`src/rtl/dual_issue_pkg.sv`:
```
package dual_issue_pkg;

  localparam int IDX_W     = 5;
  localparam int SPEC_W    = IDX_W + 2;
  localparam int NUM_SLOTS = 2;
  localparam int SPECS_PER_SLOT = 3;
  localparam int SRCS_PER_SLOT  = 2;

  typedef struct packed {
    logic             vld;
    logic             fp;
    logic [IDX_W-1:0] idx;
  } regSpec_t;

  typedef struct packed {
    logic recLeft;
    logic recRight;
    logic freeze;
  } dpStrobe_t;

  function automatic logic specMatch(regSpec_t a, regSpec_t b);
    return a.vld && b.vld && (a.fp == b.fp) && (a.idx == b.idx);
  endfunction

endpackage

```
`src/rtl/pair_hazard_dp.sv`:
```
module pair_hazard_dp
  import dual_issue_pkg::*;
(
  input  logic      clk,
  input  logic      rstN,
  input  dpStrobe_t strobe,
  input  regSpec_t  leftDst,
  input  regSpec_t  leftSrcA,
  input  regSpec_t  leftSrcB,
  input  regSpec_t  rightDst,
  input  regSpec_t  rightSrcA,
  input  regSpec_t  rightSrcB,
  output logic      leftShadowHit,
  output logic      rightShadowHit,
  output logic      pairConflict
);

  localparam int HITS_PER_SLOT = SRCS_PER_SLOT * NUM_SLOTS;
  localparam int PAIR_CMPS     = SPECS_PER_SLOT * SPECS_PER_SLOT;

  regSpec_t slotSpec [NUM_SLOTS][SPECS_PER_SLOT];
  regSpec_t shadowQ  [NUM_SLOTS];
  regSpec_t shadowD  [NUM_SLOTS];
  logic [NUM_SLOTS-1:0][HITS_PER_SLOT-1:0] shHit;
  logic [PAIR_CMPS-1:0] cmpBits;

  // index 0 is destination, 1 and 2 are sources
  assign slotSpec[0][0] = leftDst;
  assign slotSpec[0][1] = leftSrcA;
  assign slotSpec[0][2] = leftSrcB;
  assign slotSpec[1][0] = rightDst;
  assign slotSpec[1][1] = rightSrcA;
  assign slotSpec[1][2] = rightSrcB;

  assign shadowD[0] = strobe.recLeft  ? leftDst  : '0;
  assign shadowD[1] = strobe.recRight ? rightDst : '0;

  genvar e, s, k, i, j;
  generate
    for (e = 0; e < NUM_SLOTS; e++) begin : g_shadow
      always_ff @(posedge clk or negedge rstN) begin
        if (!rstN)              shadowQ[e] <= '0;
        else if (!strobe.freeze) shadowQ[e] <= shadowD[e];
      end
    end

    for (s = 0; s < NUM_SLOTS; s++) begin : g_slot
      for (k = 0; k < SRCS_PER_SLOT; k++) begin : g_src
        for (e = 0; e < NUM_SLOTS; e++) begin : g_ent
          assign shHit[s][k*NUM_SLOTS+e] = specMatch(slotSpec[s][k+1], shadowQ[e]);
        end
      end
    end

    for (i = 0; i < SPECS_PER_SLOT; i++) begin : g_lspec
      for (j = 0; j < SPECS_PER_SLOT; j++) begin : g_rspec
        assign cmpBits[i*SPECS_PER_SLOT+j] = specMatch(slotSpec[0][i], slotSpec[1][j]);
      end
    end
  endgenerate

  assign leftShadowHit  = |shHit[0];
  assign rightShadowHit = |shHit[1];
  assign pairConflict   = |cmpBits;

  // a frozen cycle keeps both shadow entries
  assert_shadow_frozen_R9: assert property (@(posedge clk) disable iff (!rstN)
    strobe.freeze |=> ($stable(shadowQ[0]) && $stable(shadowQ[1])));

  // an issued left load becomes a shadow entry
  assert_shadow_capture_R6: assert property (@(posedge clk) disable iff (!rstN)
    (!strobe.freeze && strobe.recLeft) |=> (shadowQ[0] == $past(leftDst)));

  // without a new load, an entry lasts only one free cycle
  assert_shadow_expire_R6: assert property (@(posedge clk) disable iff (!rstN)
    (!strobe.freeze && !strobe.recRight) |=> !shadowQ[1].vld);

endmodule

```
`src/rtl/pair_issue_ctrl.sv`:
```
module pair_issue_ctrl
  import dual_issue_pkg::*;
(
  input  logic      clk,
  input  logic      rstN,
  input  logic      stallIn,
  input  logic      leftValid,
  input  logic      leftIsLoad,
  input  logic      rightValid,
  input  logic      rightIsLoad,
  input  logic      leftShadowHit,
  input  logic      rightShadowHit,
  input  logic      pairConflict,
  output logic      grantLeft,
  output logic      grantRight,
  output logic      fetchHold,
  output dpStrobe_t strobe
);

  logic leftDone;
  logic leftDoneNext;
  logic leftPending;
  logic rightOrderOk;
  logic packetDone;

  assign leftPending  = leftValid && !leftDone;
  assign grantLeft    = !stallIn && leftPending && !leftShadowHit;
  assign rightOrderOk = leftPending ? (grantLeft && !pairConflict) : 1'b1;
  assign grantRight   = !stallIn && rightValid && !rightShadowHit && rightOrderOk;

  assign packetDone = !(leftPending && !grantLeft) && !(rightValid && !grantRight);
  assign fetchHold  = stallIn || !packetDone;

  always_comb begin
    if (stallIn)         leftDoneNext = leftDone;
    else if (packetDone) leftDoneNext = 1'b0;
    else                 leftDoneNext = leftDone || grantLeft;
  end

  always_ff @(posedge clk or negedge rstN) begin
    if (!rstN) leftDone <= 1'b0;
    else       leftDone <= leftDoneNext;
  end

  assign strobe.freeze   = stallIn;
  assign strobe.recLeft  = grantLeft  && leftIsLoad;
  assign strobe.recRight = grantRight && rightIsLoad;

  // right never overtakes a waiting left slot
  assert_right_order_R3: assert property (@(posedge clk) disable iff (!rstN)
    (grantRight && leftPending) |-> grantLeft);

  // a pair issued together shares no register
  assert_pair_clean_R4: assert property (@(posedge clk) disable iff (!rstN)
    (grantLeft && grantRight) |-> !pairConflict);

  // stall blocks both grants and holds fetch
  assert_stall_block_R9: assert property (@(posedge clk) disable iff (!rstN)
    stallIn |-> (!grantLeft && !grantRight && fetchHold));

  // an issued left slot is not granted again
  assert_no_regrant_R8: assert property (@(posedge clk) disable iff (!rstN)
    leftDone |-> !grantLeft);

  // a released packet leaves no issued mark
  assert_fresh_packet_R8: assert property (@(posedge clk) disable iff (!rstN)
    !fetchHold |=> !leftDone);

  // a shadow hit blocks the slot it hits
  assert_shadow_block_R6: assert property (@(posedge clk) disable iff (!rstN)
    (leftShadowHit |-> !grantLeft) and (rightShadowHit |-> !grantRight));

endmodule

```
`src/rtl/dual_issue_pairing.sv`:
```
module dual_issue_pairing
  import dual_issue_pkg::*;
(
  input  logic              clk,
  input  logic              rstN,
  input  logic              stallIn,
  input  logic              leftValid,
  input  logic              leftIsLoad,
  input  logic [SPEC_W-1:0] leftDst,
  input  logic [SPEC_W-1:0] leftSrcA,
  input  logic [SPEC_W-1:0] leftSrcB,
  input  logic              rightValid,
  input  logic              rightIsLoad,
  input  logic [SPEC_W-1:0] rightDst,
  input  logic [SPEC_W-1:0] rightSrcA,
  input  logic [SPEC_W-1:0] rightSrcB,
  output logic              grantLeft,
  output logic              grantRight,
  output logic              fetchHold
);

  dpStrobe_t strobe;
  logic leftShadowHit;
  logic rightShadowHit;
  logic pairConflict;

  pair_hazard_dp i_dp (
    .clk            (clk),
    .rstN           (rstN),
    .strobe         (strobe),
    .leftDst        (regSpec_t'(leftDst)),
    .leftSrcA       (regSpec_t'(leftSrcA)),
    .leftSrcB       (regSpec_t'(leftSrcB)),
    .rightDst       (regSpec_t'(rightDst)),
    .rightSrcA      (regSpec_t'(rightSrcA)),
    .rightSrcB      (regSpec_t'(rightSrcB)),
    .leftShadowHit  (leftShadowHit),
    .rightShadowHit (rightShadowHit),
    .pairConflict   (pairConflict)
  );

  pair_issue_ctrl i_ctrl (
    .clk            (clk),
    .rstN           (rstN),
    .stallIn        (stallIn),
    .leftValid      (leftValid),
    .leftIsLoad     (leftIsLoad),
    .rightValid     (rightValid),
    .rightIsLoad    (rightIsLoad),
    .leftShadowHit  (leftShadowHit),
    .rightShadowHit (rightShadowHit),
    .pairConflict   (pairConflict),
    .grantLeft      (grantLeft),
    .grantRight     (grantRight),
    .fetchHold      (fetchHold),
    .strobe         (strobe)
  );

endmodule

```
`config.mk`:
```
export PLATFORM = sky130hd
export DESIGN_NAME = dual_issue_pairing
export DESIGN_NICKNAME = d
export VERILOG_FILES = /design/src/rtl/dual_issue_pkg.sv /design/src/rtl/pair_hazard_dp.sv /design/src/rtl/pair_issue_ctrl.sv /design/src/rtl/dual_issue_pairing.sv
export SDC_FILE = /design/constraint.sdc
export NUM_CORES = 1
export LEC_CHECK = 0
export ABC_CLOCK_PERIOD_IN_PS = 2300
export CAP_MARGIN = 20
export CORE_MARGIN = 3
export CORE_UTILIZATION = 60
export CTS_BUF_LIST = sky130_fd_sc_hd__clkbuf_4
export DETAILED_ROUTE_END_ITERATION = 10
export DONT_BUFFER_PORTS = 1
export PLACE_DENSITY = 0.76
export SLEW_MARGIN = 0
export SYNTH_ARGS = -nofsm -noshare
export SYNTH_HDL_FRONTEND = slang
export SYNTH_SLANG_ARGS = --single-unit
```
`constraint.sdc`:
```
create_clock -name clk -period 2.3 [get_ports clk]
set_clock_uncertainty 0.1 [all_clocks]
set_input_delay 0.115 -clock clk [delete_from_list [all_inputs] [get_ports clk]]
set_output_delay 0.115 -clock clk [all_outputs]
set_load 0.005 [all_outputs]
```
Word-level counts from Yosys, hierarchy flattened

Cells that the tools add are included.
Widths: inputs -> output; s select.

Multiplexer cells: 4
Multiply operators: 0
Reductions and logical operators: 78
Shifts and indexed selects: 0
Bitwise operators: 0
$lt $le $gt $ge: 0
Div/mod/pow operators: 0
Add/sub/neg operators: 0
Equality and inequality tests: 34

Operators by type and width:

| operator          | count |
|---|---|
| $eq 5x5->1        | 17 |
| $logic_and 1x1->1 | 63 |
| $eq 1x1->1        | 17 |
| $mux 7            | 2 |
| $logic_not 1->1   | 10 |
| $reduce_or 9->1   | 1 |
| $reduce_or 4->1   | 2 |
| $logic_or 1x1->1  | 2 |
| $mux 1            | 2 |

Memory bits (read-only): 0
Memories: 0
Input port bits: 49
Memory bits (writable): 0
Latch bits: 0
Logic and storage cells: 123
Bits in registers: 15
Output and inout bits: 3

Logic depth before layout (Yosys ltp)

Depth after elaboration: 15
Depth in mapped cells: 9
Mapped depth without buffers: 7

Cells and area by module

A second synthesis with hierarchy kept.

Cell total of the unflattened synthesis: 268
Area, all modules: 2132.0 um^2

Modules (own cells, without submodules):

| module          | cells an instance | seq. area each (um^2) | area an instance (um^2) | times used |
|---|---|---|---|---|
| pair_hazard_dp  | 252               | 350.3                 | 2015.7                  | 1 |
| pair_issue_ctrl | 16                | 25.0                  | 116.4                   | 1 |

Least setup slack after synthesis

Ideal clock, no wire load.

Path kind: register to output
From: reg i_dp.shadowQ[9] (netlist name)
To: out fetchHold
Buffers on the path: 1
Arrival time: 1.677 ns
Data required time: 2.085 ns
Cell stages (with the launch flop): 8
Setup slack: 0.408 ns
Cells stage by stage: dfrtp_1 -> buf_6 -> xor2_1 -> or4_1 -> o22ai_2 -> o21ai_1 -> a21bo_2 -> or3_1

Longest elaborated chain between the ends: 14
Elaborated cells between the ends (all ways): 26
Classes of those cells: eq/ne: 4; mux: 1; reduce/logical: 21

RTL lines:

| what                             | line                     | RTL |
|---|---|---|
| start: declaration               | pair_hazard_dp.sv:22     | `regSpec_t shadowQ [NUM_SLOTS];` |
| start signal: indexed assignment | pair_hazard_dp.sv:43     | `else if (!strobe.freeze) shadowQ[e] <= shadowD[e];` |
| $eq 5x5->1                       | dual_issue_pkg.sv:22     | `return a.vld && b.vld && (a.fp == b.fp) && (a.idx == b.idx);` |
| $logic_and 1x1->1                | dual_issue_pkg.sv:22     |  |
| $reduce_or 4->1                  | pair_hazard_dp.sv:62     | `assign leftShadowHit = \|shHit[0];` |
| $logic_not 1->1                  | pair_issue_ctrl.sv:27    | `assign grantLeft = !stallIn && leftPending && !leftShadowHit;` |
| $logic_and 1x1->1                | pair_issue_ctrl.sv:27    |  |
| $logic_and 1x1->1                | pair_issue_ctrl.sv:28    | `assign rightOrderOk = leftPending ? (grantLeft && !pairConflict) : 1'b1;` |
| $mux 1                           | pair_issue_ctrl.sv:28    |  |
| $logic_and 1x1->1                | pair_issue_ctrl.sv:29    | `assign grantRight = !stallIn && rightValid && !rightShadowHit && rightOrderOk;` |
| $logic_not 1->1                  | pair_issue_ctrl.sv:31    | `assign packetDone = !(leftPending && !grantLeft) && !(rightValid && !grantRight);` |
| $logic_and 1x1->1                | pair_issue_ctrl.sv:31    |  |
| $logic_not 1->1                  | pair_issue_ctrl.sv:31    |  |
| $logic_and 1x1->1 *              | pair_issue_ctrl.sv:31    |  |
| $logic_not 1->1 *                | pair_issue_ctrl.sv:32    | `assign fetchHold = stallIn \|\| !packetDone;` |
| $logic_or 1x1->1 *               | pair_issue_ctrl.sv:32    |  |
| end: declaration                 | dual_issue_pairing.sv:19 | `output logic fetchHold` |

Every way passes the cells marked *; elsewhere a longest branch is shown, timed or not.

Worst setup path in the final report

Ends and elaborated chain as after synthesis.

==> impl_results.md <==
- Initial core utilization: 63.7%
- R2R Path End: i_dp.shadowQ[13]
- Height of the die: between 60 and 70 um
- Asr flop ratio synth: 100%
- Crit Path Max Fanout: 4
- Path depth of the worst reg2reg path: 8
- CTS tree: built
- Antenna Diode Count: 0
- R2R setup slack: about 0.15 ns
- RSZ-0062 raised after global routing: yes
- Via Count: 1949
- Pwr Density: around 320 mW/mm^2
- Fmax achieved: ~0.44 GHz
- Yosys top cell by area: xor2_1
- Warning count from the yosys run: 0
- Synthesized area: 0.00216 mm^2
- Drt drc: 0
- Core area: about 0.0034 mm^2
- Placer congestion estimate: about 1.0
- All-Layer GR Usage: 31.7%
- Die Span X: about 66 um
- Outcome: complete, no violations
- Maximum clock path buffer count: 2
- Critical Path Start: i_dp.shadowQ[9]
- CP Capture Type: primary output
- Initial antenna violation count: 0
- Setup_tns: 0 ns
- Final Util: roughly two thirds
- #FFs+latches synth: 15
- Number of flops mapped to enable cells by yosys: 0
- Crit Path Class: reg -> out
- P_int: around 0.51 mW
- CTS Sinks: 15
- Top cells by count, synth: 63 x xor2_1, 39 x xnor2_1, 26 x nand2_1
- Routed Antenna Nets: 0
- Hpwl dp: 4.71 mm
- Top-area cell type share of the netlist area: between 20% and 30%
- Worst rel slew slack: between 50% and 60%
- Area contributors post-synth: xor2_1 26%, dfrtp_1 17%, xnor2_1 16%
- Max cap viols: 0
- CTS root buffer: clkbuf_4
- CP Launch Type: register
- Total gr overflow: 0
- Cts bufs inserted: 3
- Reg clk slew, reported paths: 0.08 ns
- Initial DRC count: 199
- Worst EP required: around 2.1 ns
- Hold/Removal Path Class: in -> reg
- Buffers on Ports: 0
- First-pass GRT wire length: approximately 10 mm
- Mapped Cells: 258
- Combinational power share: a little over a third
- Fin. Hold Viols: 0
- Final period utilization: 99.1%
- Row Count: 21
- Net Sw Power: roughly 0.22 mW
- Worst R2R Start: i_dp.shadowQ[12]
- Final setup viols: 0
- Syn avg cell area: about 8.4 um^2
- Largest net degree at the start of global routing: 16
- Hold path startpoint: stallIn
- Multi-input gate area: roughly 0.0016 mm^2
- Slew Viols, Final: 0
- Fin nets: 301
- Most common cell in the netlist: xor2_1
- Syn nets: approximately 300
- Per-cell routed wire length: about 23 um
- Maximum VDD drop: between 0.3 and 0.4 mV
- Clock Power Share: 22.7%
- Sw frac: a little under a third
- Critical path arrival: between 2 and 2.5 ns
- Layout area overhead: 7.19%
- Post-synth cell types: 29
- Worst-margin pin slew: just under 0.7 ns
- Main flop type after synthesis: dfrtp_1
- Clock H-tree levels: 1
- Sequential share of the synthesized area: approximately 17%
- Routed WL: 6.82 mm
- Clock latency on the worst-skew pair: approximately 0.3 ns
- Number of detailed-route iterations in the first pass: 5
- Pwr Total: between 0.7 and 0.8 mW
- Setup crit end: fetchHold
- DIE AREA: roughly 0.0044 mm^2
- DR vias/cell: approximately 6.6
- Minimum clock period: between 2 and 2.5 ns
- Number of global-route vias before repair: 1918
- I/O Pins: 52
- Leak: 0.939 nW
- Filler Cell Count: around 270
- Seq. cell area: 383 um^2
- Layout cells sized above 1: 14.7%
- Sequential power share: between 40 and 50%
## sequential cells by signal, indices dropped and copies added (netlist names)
register / flops
i_dp.shadowQ: 14
i_ctrl.leftDone: 1
## metrics by stage
stage / std cells / instance area [um^2] / worst slack, ns / hold WS [ns]
floorplan: 258 / 2160 / 0.408 / -0.281
global placement: 266 / 1930 / 0.170 / -0.280
detailed placement: 266 / 1930 / 0.200 / -0.280
CTS: 292 / 2190 / 0.00107 / 0.0542
global route: 297 / 2310 / -0.0620 / 0.0562
finish: 297 / 2310 / 0.0202 / 0.0577
## cell type report
type                            instances  area share, %
Clock buffer                            4           1.30
Multi-Input combinational cell        202           67.7
Tap cell                               46           2.49
Timing Repair Buffer                   28           11.6
Inverter                                2          0.324
Sequential cell                        15           16.5
## critical path, cell delays in order, from the launching register on
cell and delay, ns:
dfrtp_2 0.44, buf_6 0.14, xor2_1 0.19, nor3_2 0.10, a22oi_2 0.22, nand2_1 0.11
a21bo_2 0.24, or3_4 0.33
## worst min-delay path by stage
stage	to	slack, ns	cells past startpoint
6_report	i_dp.shadowQ[5]	0.06	4
4_1_cts	i_ctrl.leftDone	0.05	2
2_1_floorplan	i_ctrl.leftDone	-0.28	0
5_1_grt	i_dp.shadowQ[3]	0.06	4
3_3_place_gp	i_ctrl.leftDone	-0.28	0
3_5_place_dp	i_dp.shadowQ[4]	-0.28	0
## power groups by stage
stage	clock network [mW]	logic [mW]	registers, mW
after floorplan	0	0.270	0.288
after global placement	0	0.186	0.312
after detailed placement	0	0.192	0.312
after CTS	0.167	0.237	0.306
after global routing	0.188	0.287	0.308
final	0.167	0.264	0.306
## cells by family (layout without fill, tap and decap cells)
kind of cell              count (synthesis)  count (layout)  share of synthesized area, %
DFF                                      15              15                          17.4
buffers and inverters                    41              34                          13.9
xor gates and xnor gates                102             102                          41.4
and+or+nand+nor                          76              76                          18.5
AOI/OAI and AO/OA                        24              24                          8.87
## layer usage
metal  global-route usage, %  up-vias  part of all wire, %
met5                       0        -                    0
met4                    15.5        0                  4.1
met3                    10.4       32                   11
met2                    50.1      149                   46
met1                    38.6      932                   38
li1                        -      836                    -
## timing repair
action                                  CTS  global route
pin swaps                                 3            12
hold endpoints to repair                 30             0
setup buffers                             5             5
hold buffers                             17             0
resized for setup                         8            13
endpoints found under the setup margin    2             7
## cells in the final DEF (no fill, tap or decap), types with 8 or more instances in the layout
master	netlist	layout
xor2_1	63	61
xnor2_1	39	39
nand2_1	26	26
dlygate4sd3_1	0	17
nand3_1	13	13
nor4_1	13	11
nand4_1	10	10
dfrtp_1	15	9
buf_4	22	9
o21ai_1	8	8
(Power assumes the default switching activity.)
